===== src/rtl/piso_pkg.sv =====
package piso_pkg;
   // positions of the asynchronous pins in the synchronizer vector
   localparam int unsigned PIN_CLK_A = 0;
   localparam int unsigned PIN_CLK_B = 1;
   localparam int unsigned PIN_LOAD  = 2;
   localparam int unsigned PIN_COUNT = 3;
   // reset level of the synchronized pins: clocks high (no edge at release), load idle
   localparam logic [PIN_COUNT-1:0] PIN_RESET = 3'b111;
endpackage


===== src/rtl/piso_sync.sv =====
module piso_sync #(
   parameter int unsigned    WIDTH   = 1,
   parameter int unsigned    STAGES  = 2,
   parameter logic [WIDTH-1:0] RST_VAL = '0
) (
   input  logic             clk,
   input  logic             rst_n,
   input  logic [WIDTH-1:0] d,
   output logic [WIDTH-1:0] q
);
   generate
      if (STAGES == 0) begin : g_bypass
         assign q = d;
      end else begin : g_chain
         logic [STAGES-1:0][WIDTH-1:0] ff;
         always_ff @(posedge clk or negedge rst_n) begin
            if (!rst_n) begin
               for (int s = 0; s < STAGES; s++) ff[s] <= RST_VAL;
            end else begin
               ff[0] <= d;
               for (int s = 1; s < STAGES; s++) ff[s] <= ff[s-1];
            end
         end
         assign q = ff[STAGES-1];
      end
   endgenerate
endmodule


===== src/rtl/piso_clk_event.sv =====
module piso_clk_event (
   input  logic clk,
   input  logic rst_n,
   input  logic clk_a_s,
   input  logic clk_b_s,
   input  logic ld_n_s,
   output logic shift_evt
);
   logic gated;
   logic gated_prev;

   // either pin held high keeps the combined clock high: that is the inhibit
   assign gated = clk_a_s | clk_b_s;

   always_ff @(posedge clk or negedge rst_n) begin
      if (!rst_n) gated_prev <= 1'b1;
      else        gated_prev <= gated;
   end

   assign shift_evt = gated & ~gated_prev & ld_n_s;
endmodule


===== src/rtl/piso_stage_chain.sv =====
module piso_stage_chain #(
   parameter int unsigned WIDTH = 8
) (
   input  logic             clk,
   input  logic             rst_n,
   input  logic             load_en,
   input  logic             shift_en,
   input  logic [WIDTH-1:0] par_in,
   input  logic             ser_in,
   output logic [WIDTH-1:0] stage_q
);
   always_ff @(posedge clk or negedge rst_n) begin
      if (!rst_n)        stage_q <= '0;
      else if (load_en)  stage_q <= par_in;
      else if (shift_en) stage_q <= {stage_q[WIDTH-2:0], ser_in};
   end
endmodule


===== src/rtl/piso_gated_shifter.sv =====
module piso_gated_shifter #(
   parameter int unsigned WIDTH       = 8,
   parameter int unsigned SYNC_STAGES = 2
) (
   input  logic             clk,
   input  logic             rst_n,
   input  logic             ext_clk_a,
   input  logic             ext_clk_b,
   input  logic             ld_n,
   input  logic             ser_in,
   input  logic [WIDTH-1:0] par_in,
   output logic             q_last,
   output logic             q_last_n
);
   import piso_pkg::*;

   generate
      if (WIDTH < 2) begin : g_bad_width
         $error("piso_gated_shifter: WIDTH must be at least 2");
      end
      if (SYNC_STAGES < 2) begin : g_bad_sync
         $error("piso_gated_shifter: SYNC_STAGES must be at least 2");
      end
   endgenerate

   logic [PIN_COUNT-1:0] pins_raw;
   logic [PIN_COUNT-1:0] pins_s;
   logic                 ld_sync;
   logic                 shift_evt;
   logic [WIDTH-1:0]     stage_q;

   assign pins_raw[PIN_CLK_A] = ext_clk_a;
   assign pins_raw[PIN_CLK_B] = ext_clk_b;
   assign pins_raw[PIN_LOAD]  = ld_n;

   piso_sync #(
      .WIDTH   (PIN_COUNT),
      .STAGES  (SYNC_STAGES),
      .RST_VAL (PIN_RESET)
   ) u_sync (
      .clk   (clk),
      .rst_n (rst_n),
      .d     (pins_raw),
      .q     (pins_s)
   );

   assign ld_sync = pins_s[PIN_LOAD];

   piso_clk_event u_event (
      .clk       (clk),
      .rst_n     (rst_n),
      .clk_a_s   (pins_s[PIN_CLK_A]),
      .clk_b_s   (pins_s[PIN_CLK_B]),
      .ld_n_s    (ld_sync),
      .shift_evt (shift_evt)
   );

   piso_stage_chain #(
      .WIDTH (WIDTH)
   ) u_chain (
      .clk      (clk),
      .rst_n    (rst_n),
      .load_en  (~ld_sync),
      .shift_en (shift_evt),
      .par_in   (par_in),
      .ser_in   (ser_in),
      .stage_q  (stage_q)
   );

   assign q_last   = stage_q[WIDTH-1];
   assign q_last_n = ~stage_q[WIDTH-1];
endmodule


===== config.mk =====
export PLATFORM = sky130hd
export DESIGN_NAME = piso_gated_shifter
export DESIGN_NICKNAME = d
export VERILOG_FILES = /design/src/rtl/piso_pkg.sv /design/src/rtl/piso_sync.sv /design/src/rtl/piso_clk_event.sv /design/src/rtl/piso_stage_chain.sv /design/src/rtl/piso_gated_shifter.sv
export SDC_FILE = /design/constraint.sdc
export NUM_CORES = 1
export LEC_CHECK = 0
export BUFFER_PORTS_ARGS = -buffer_cell sky130_fd_sc_hd__buf_2
export CAP_MARGIN = 20
export CELL_PAD_IN_SITES_DETAIL_PLACEMENT = 1
export CELL_PAD_IN_SITES_GLOBAL_PLACEMENT = 1
export CORE_AREA = 2 2 42 48
export DETAILED_ROUTE_END_ITERATION = 12
export DIE_AREA = 0 0 44 50
export PLACE_DENSITY = 0.66
export SYNTH_ARGS = -nofsm -noshare
export SYNTH_HDL_FRONTEND = slang
export SYNTH_SLANG_ARGS = --single-unit

===== constraint.sdc =====
create_clock -name clk -period 1.19 [get_ports clk]
set_input_delay 0.119 -clock clk [delete_from_list [all_inputs] [get_ports clk]]
set_output_delay 0.119 -clock clk [all_outputs]
set_load 0.05 [all_outputs]

Word level (Yosys, flattened, before mapping)

Index checks and enable logic that the tools add are counted.
Widths: inputs -> output; s select.

Bitwise gates (word level): 5
Equal/unequal tests: 1
Muxes and demuxes: 2

Operators with widths:

| operator           | count |
|---|---|
| $mux 8             | 2 |
| $and 1x1->1        | 2 |
| $ne 2x2->1 const B | 1 |
| $not 1->1          | 2 |
| $or 1x1->1         | 1 |

Bits of input ports: 14
Output and inout port bits: 2
Register bits after elaboration: 15
Logic and storage cells: 12

Logic depth before layout (Yosys ltp)

Depth after elaboration: 5
Depth in mapped cells: 4

Modules after synthesis

A second synthesis with hierarchy kept.

Cell total of the unflattened synthesis: 48
Area, all modules: 601.8 sq um

By module, submodules not included:

| module             | cells each | area an instance (sq um) | times used |
|---|---|---|---|
| piso_stage_chain   | 34         | 372.9                    | 1 |
| piso_sync          | 9          | 180.2                    | 1 |
| piso_clk_event     | 3          | 41.3                     | 1 |
| piso_gated_shifter | 2          | 7.5                      | 1 |

Worst setup path after synthesis

No wires, ideal clock.

Path kind: reg-to-output
Start point: register u_chain.stage_q[7]
End point: output port q_last_n
Path buffers: 0
Slack: 0.108 ns
Stages on the path, launching flop included: 2
Arrival time: 0.963 ns
Path through: dfrtp_1 -> inv_1

Longest elaborated chain between the ends: 1

RTL lines:

| item                   | RTL line                 | RTL |
|---|---|---|
| start, declared        | piso_stage_chain.sv:10   | `output logic [WIDTH-1:0] stage_q` |
| start signal, assigned | piso_stage_chain.sv:14   | `else if (load_en) stage_q <= par_in;` |
| start signal, assigned | piso_stage_chain.sv:15   | `else if (shift_en) stage_q <= {stage_q[WIDTH-2:0], ser_in};` |
| $not 1->1              | piso_gated_shifter.sv:71 | `assign q_last_n = ~stage_q[WIDTH-1];` |
| end, declared          | piso_gated_shifter.sv:13 | `output logic q_last_n` |

No other way between the ends.

Worst setup path after layout

Start point: register u_sync.g_chain.ff, in the netlist u_sync.q[0]
End point: register u_chain.stage_q[4]

Longest elaborated chain between the ends: 4

RTL lines:

| item                      | RTL line             | RTL |
|---|---|---|
| start, declared           | piso_sync.sv:15      | `logic [STAGES-1:0][WIDTH-1:0] ff;` |
| $or 1x1->1                | piso_clk_event.sv:13 | `assign gated = clk_a_s \| clk_b_s;` |
| $and 1x1->1 (2 in series) | piso_clk_event.sv:20 | `assign shift_evt = gated & ~gated_prev & ld_n_s;` |
| $ne 2x2->1 (no line)      | --                   |  |

No other way between the ends.
A chain may end at the register's enable or synchronous reset.

==> out/qor.yml <==
outcome:
  status: "complete, no violations"
clock_tree:
  htreeDepth: 1
  cts_buffers: 3
  clk_path_buf_depth: 2
  clk_latency_ns: 0.28
  cts_root_buf: "clkbuf_4"
  clk_pin_slew_ns: 0.09
  cts.sinks: 15
  cts_tree: "yes"
cells_and_area:
  num_antenna_cells: 0
  syn_to_final_growth_pct: 30.6
  final_util_pct: 43.5
  layout-drive-gt1-share_pct: 43.2
  fin_nets: 89
global_routing:
  grt_pass1_wl_um: 1820
  overflow: 0
  track_usage_pct: 12.0
  grt_max_degree: 17
  first_global_vias: 404
  antenna_found_initial: 0
route:
  via_per_inst: 4.76
  drc: 0
  drt-pass1-iter-count: 2
  ant_nets: 0
  drt_iter0_markers: 3
  num_vias: 438
  wirelength_um: 1080
  avgRoutedWirePerCell_um: 11.7
flow_run:
  cap_violations: 0
setup_path:
  worstPathArrival_ns: 1.32
  critPathKind: "register to register"
  worstSetupStartpointType: "register"
  crit_required_ns: 1.40
  crit_path_max_fanout: 8
  end_kind: "register"
  ff2ff_path_depth: 3
synth:
  synth_cells: 54
  synth_top_cell_area_share_pct: 34.9
  netlist-cell-type-count: 11
  ys_ff_latch: 15
  yosysMostFrequentCell: "nand2_1"
  synth_edf_count: 0
  yosysTopAreaCell: "dfrtp_1"
  synth_area_leaders: "dfrtp_1 35%, dfstp_2 32%, nand2_1 10%, a31oi_1 8.7%, nor2_1 5.2%"
  synth_commonest_cells: "16 x nand2_1, 8 x a31oi_1, 8 x dfrtp_1, 8 x nor2_1, 7 x dfstp_2"
  syn_area_sq_um: 573
  yosys_warnings: 0
  synthFlopType: "dfrtp_1"
  syn_avg_cell_area_sq_um: 10.6
  async_flop_share_pct: 100
  seq_area_frac_synth_pct: 67.0
  syn_nets: 68
placed_design:
  place.gp.congestion: 0.711
  hpwl_um: 739
  portBuffers: 15
  post-place-ws_ns: -0.0133
pwr:
  power_frac_comb_pct: 13.4
  power.leakage_nw: 0.342
  power_density_mw_per_mm2: 1370
  share_clk_of_total_power_pct: 28.6
  peakVddDrop_mv: 0.596
  p_seq_share_pct: 57.9
  switchingPower_w: 0.000276
  netSwitchingFraction_pct: 27.0
  p_int_w: 0.000746
sta:
  setup-tns-final_ns: 0
  slew_violations: 0
  relSlewSlack_pct: 78.0
  hold_viol: 0
  setup_viol: 0
  period_needed_ns: 1.11
  fmax_ghz: 0.898
  rsz0062_at_grt: "yes"
  setup_ws_ns: 0.0769
  timing.final.crit_share_pct: 93.5
  clock_skew_ns: 0.00266
  tightestPinTransition_ns: 0.330
min_path:
  min_path_cells: 3
  hp-class: "input port to register"
floorplanning:
  initial_core_util_pct: 33.3
  die_height_um: 50
  core_region_area_sq_mm: 0.00172
  die_area_sq_mm: 0.00220
  die_width_um: 44
  rows: 16
  io_pins: 16
## placed cells by master (no fill, tap or decap), drive strengths merged
master / instances
inv: 1
dlygate4sd3: 4
clkbuf: 3
dfstp: 7
clkinv: 1
o21ba: 1
a31oi: 8
or2: 1
nor2: 8
nand2: 16
dfrtp: 8
buf: 15
o21bai: 1
## worst max-delay path, cell delays in order (launching register included)
cell and delay, ns:
dfstp_2 0.58, o21ba_4 0.23, nand2_1 0.07, a31oi_1 0.16
## layout make-up
cell class / instances / area (sq um)
multi-input combinational: 35 / 195
clock inverter: 1 / 5.00
fill: 199 / 973
timing repair buffer: 19 / 115
sequential: 15 / 384
tap: 18 / 22.5
inverter: 1 / 3.75
clock buffer: 3 / 22.5
## power by group through the flow
stage	combinational [W]	clock [W]	sequential, W
final	0.000137	0.000292	0.000592
after global routing	0.000155	0.000337	0.000598
after CTS	0.000132	0.000299	0.000589
after detailed placement	0.000121	0	0.000597
after global placement	0.000118	0	0.000597
after floorplan	0.0000721	0	0.000597
## what timing repair did
item / CTS / global route
setup endpoints to repair: 8 / 4
hold buffers: 4 / 0
gates resized for setup: 1 / 6
pin swaps: 0 / 6
gates cloned: 0 / 0
endpoints found under the hold margin: 11 / 0
setup buffers: 0 / 0
## worst paths after layout
path	startpoint	end	slack, ns
worst max-delay path	u_sync.q[0]	u_chain.stage_q[4]	0.08
worst min-delay path	par_in[5]	u_chain.stage_q[5]	0.08
worst max register to register	u_sync.q[0]	u_chain.stage_q[4]	0.08
worst min register to register	u_sync.g_chain.ff[0]	u_sync.q[0]	0.36
max in group asynchronous	rst_n	u_sync.g_chain.ff[2]	0.64
min in group asynchronous	rst_n	u_chain.stage_q[7]	0.26
## kinds of logic after synthesis
kind of cell	Yosys count	share of synthesized area [%]
flip-flops	15	67.0
AND/OR/NAND/NOR	25	16.8
AO/OA/AOI/OAI	10	12.4
buffers and inverters	4	3.71
## stage by stage
stage / instance area (sq um) / cells / hold WS (ns) / total power, W
2_1_floorplan: 573 / 54 / -0.177 / 0.000669
3_3_place_gp: 653 / 84 / 0.0392 / 0.000715
3_5_place_dp: 653 / 84 / 0.0422 / 0.000719
4_1_cts: 721 / 92 / 0.0738 / 0.00102
5_1_grt: 748 / 92 / 0.0619 / 0.00109
6_report: 748 / 92 / 0.0792 / 0.00102
## routing by layer
layer | track usage [%] | wire, um | vias up
li1 | - | - | 217
met1 | 15.8 | 495 | 204
met2 | 16.2 | 488 | 13
met3 | 4.40 | 60 | 4
met4 | 7.58 | 31 | 0
met5 | 0 | 0 | -
## sequential cells by signal, indices dropped and copies added, names as in the netlist
| signal | count |
|---|---|
| u_event.gated_prev | 1 |
| u_sync.g_chain.ff | 3 |
| u_sync.q | 3 |
| u_chain.stage_q | 8 |
(Power assumes the default switching activity.)
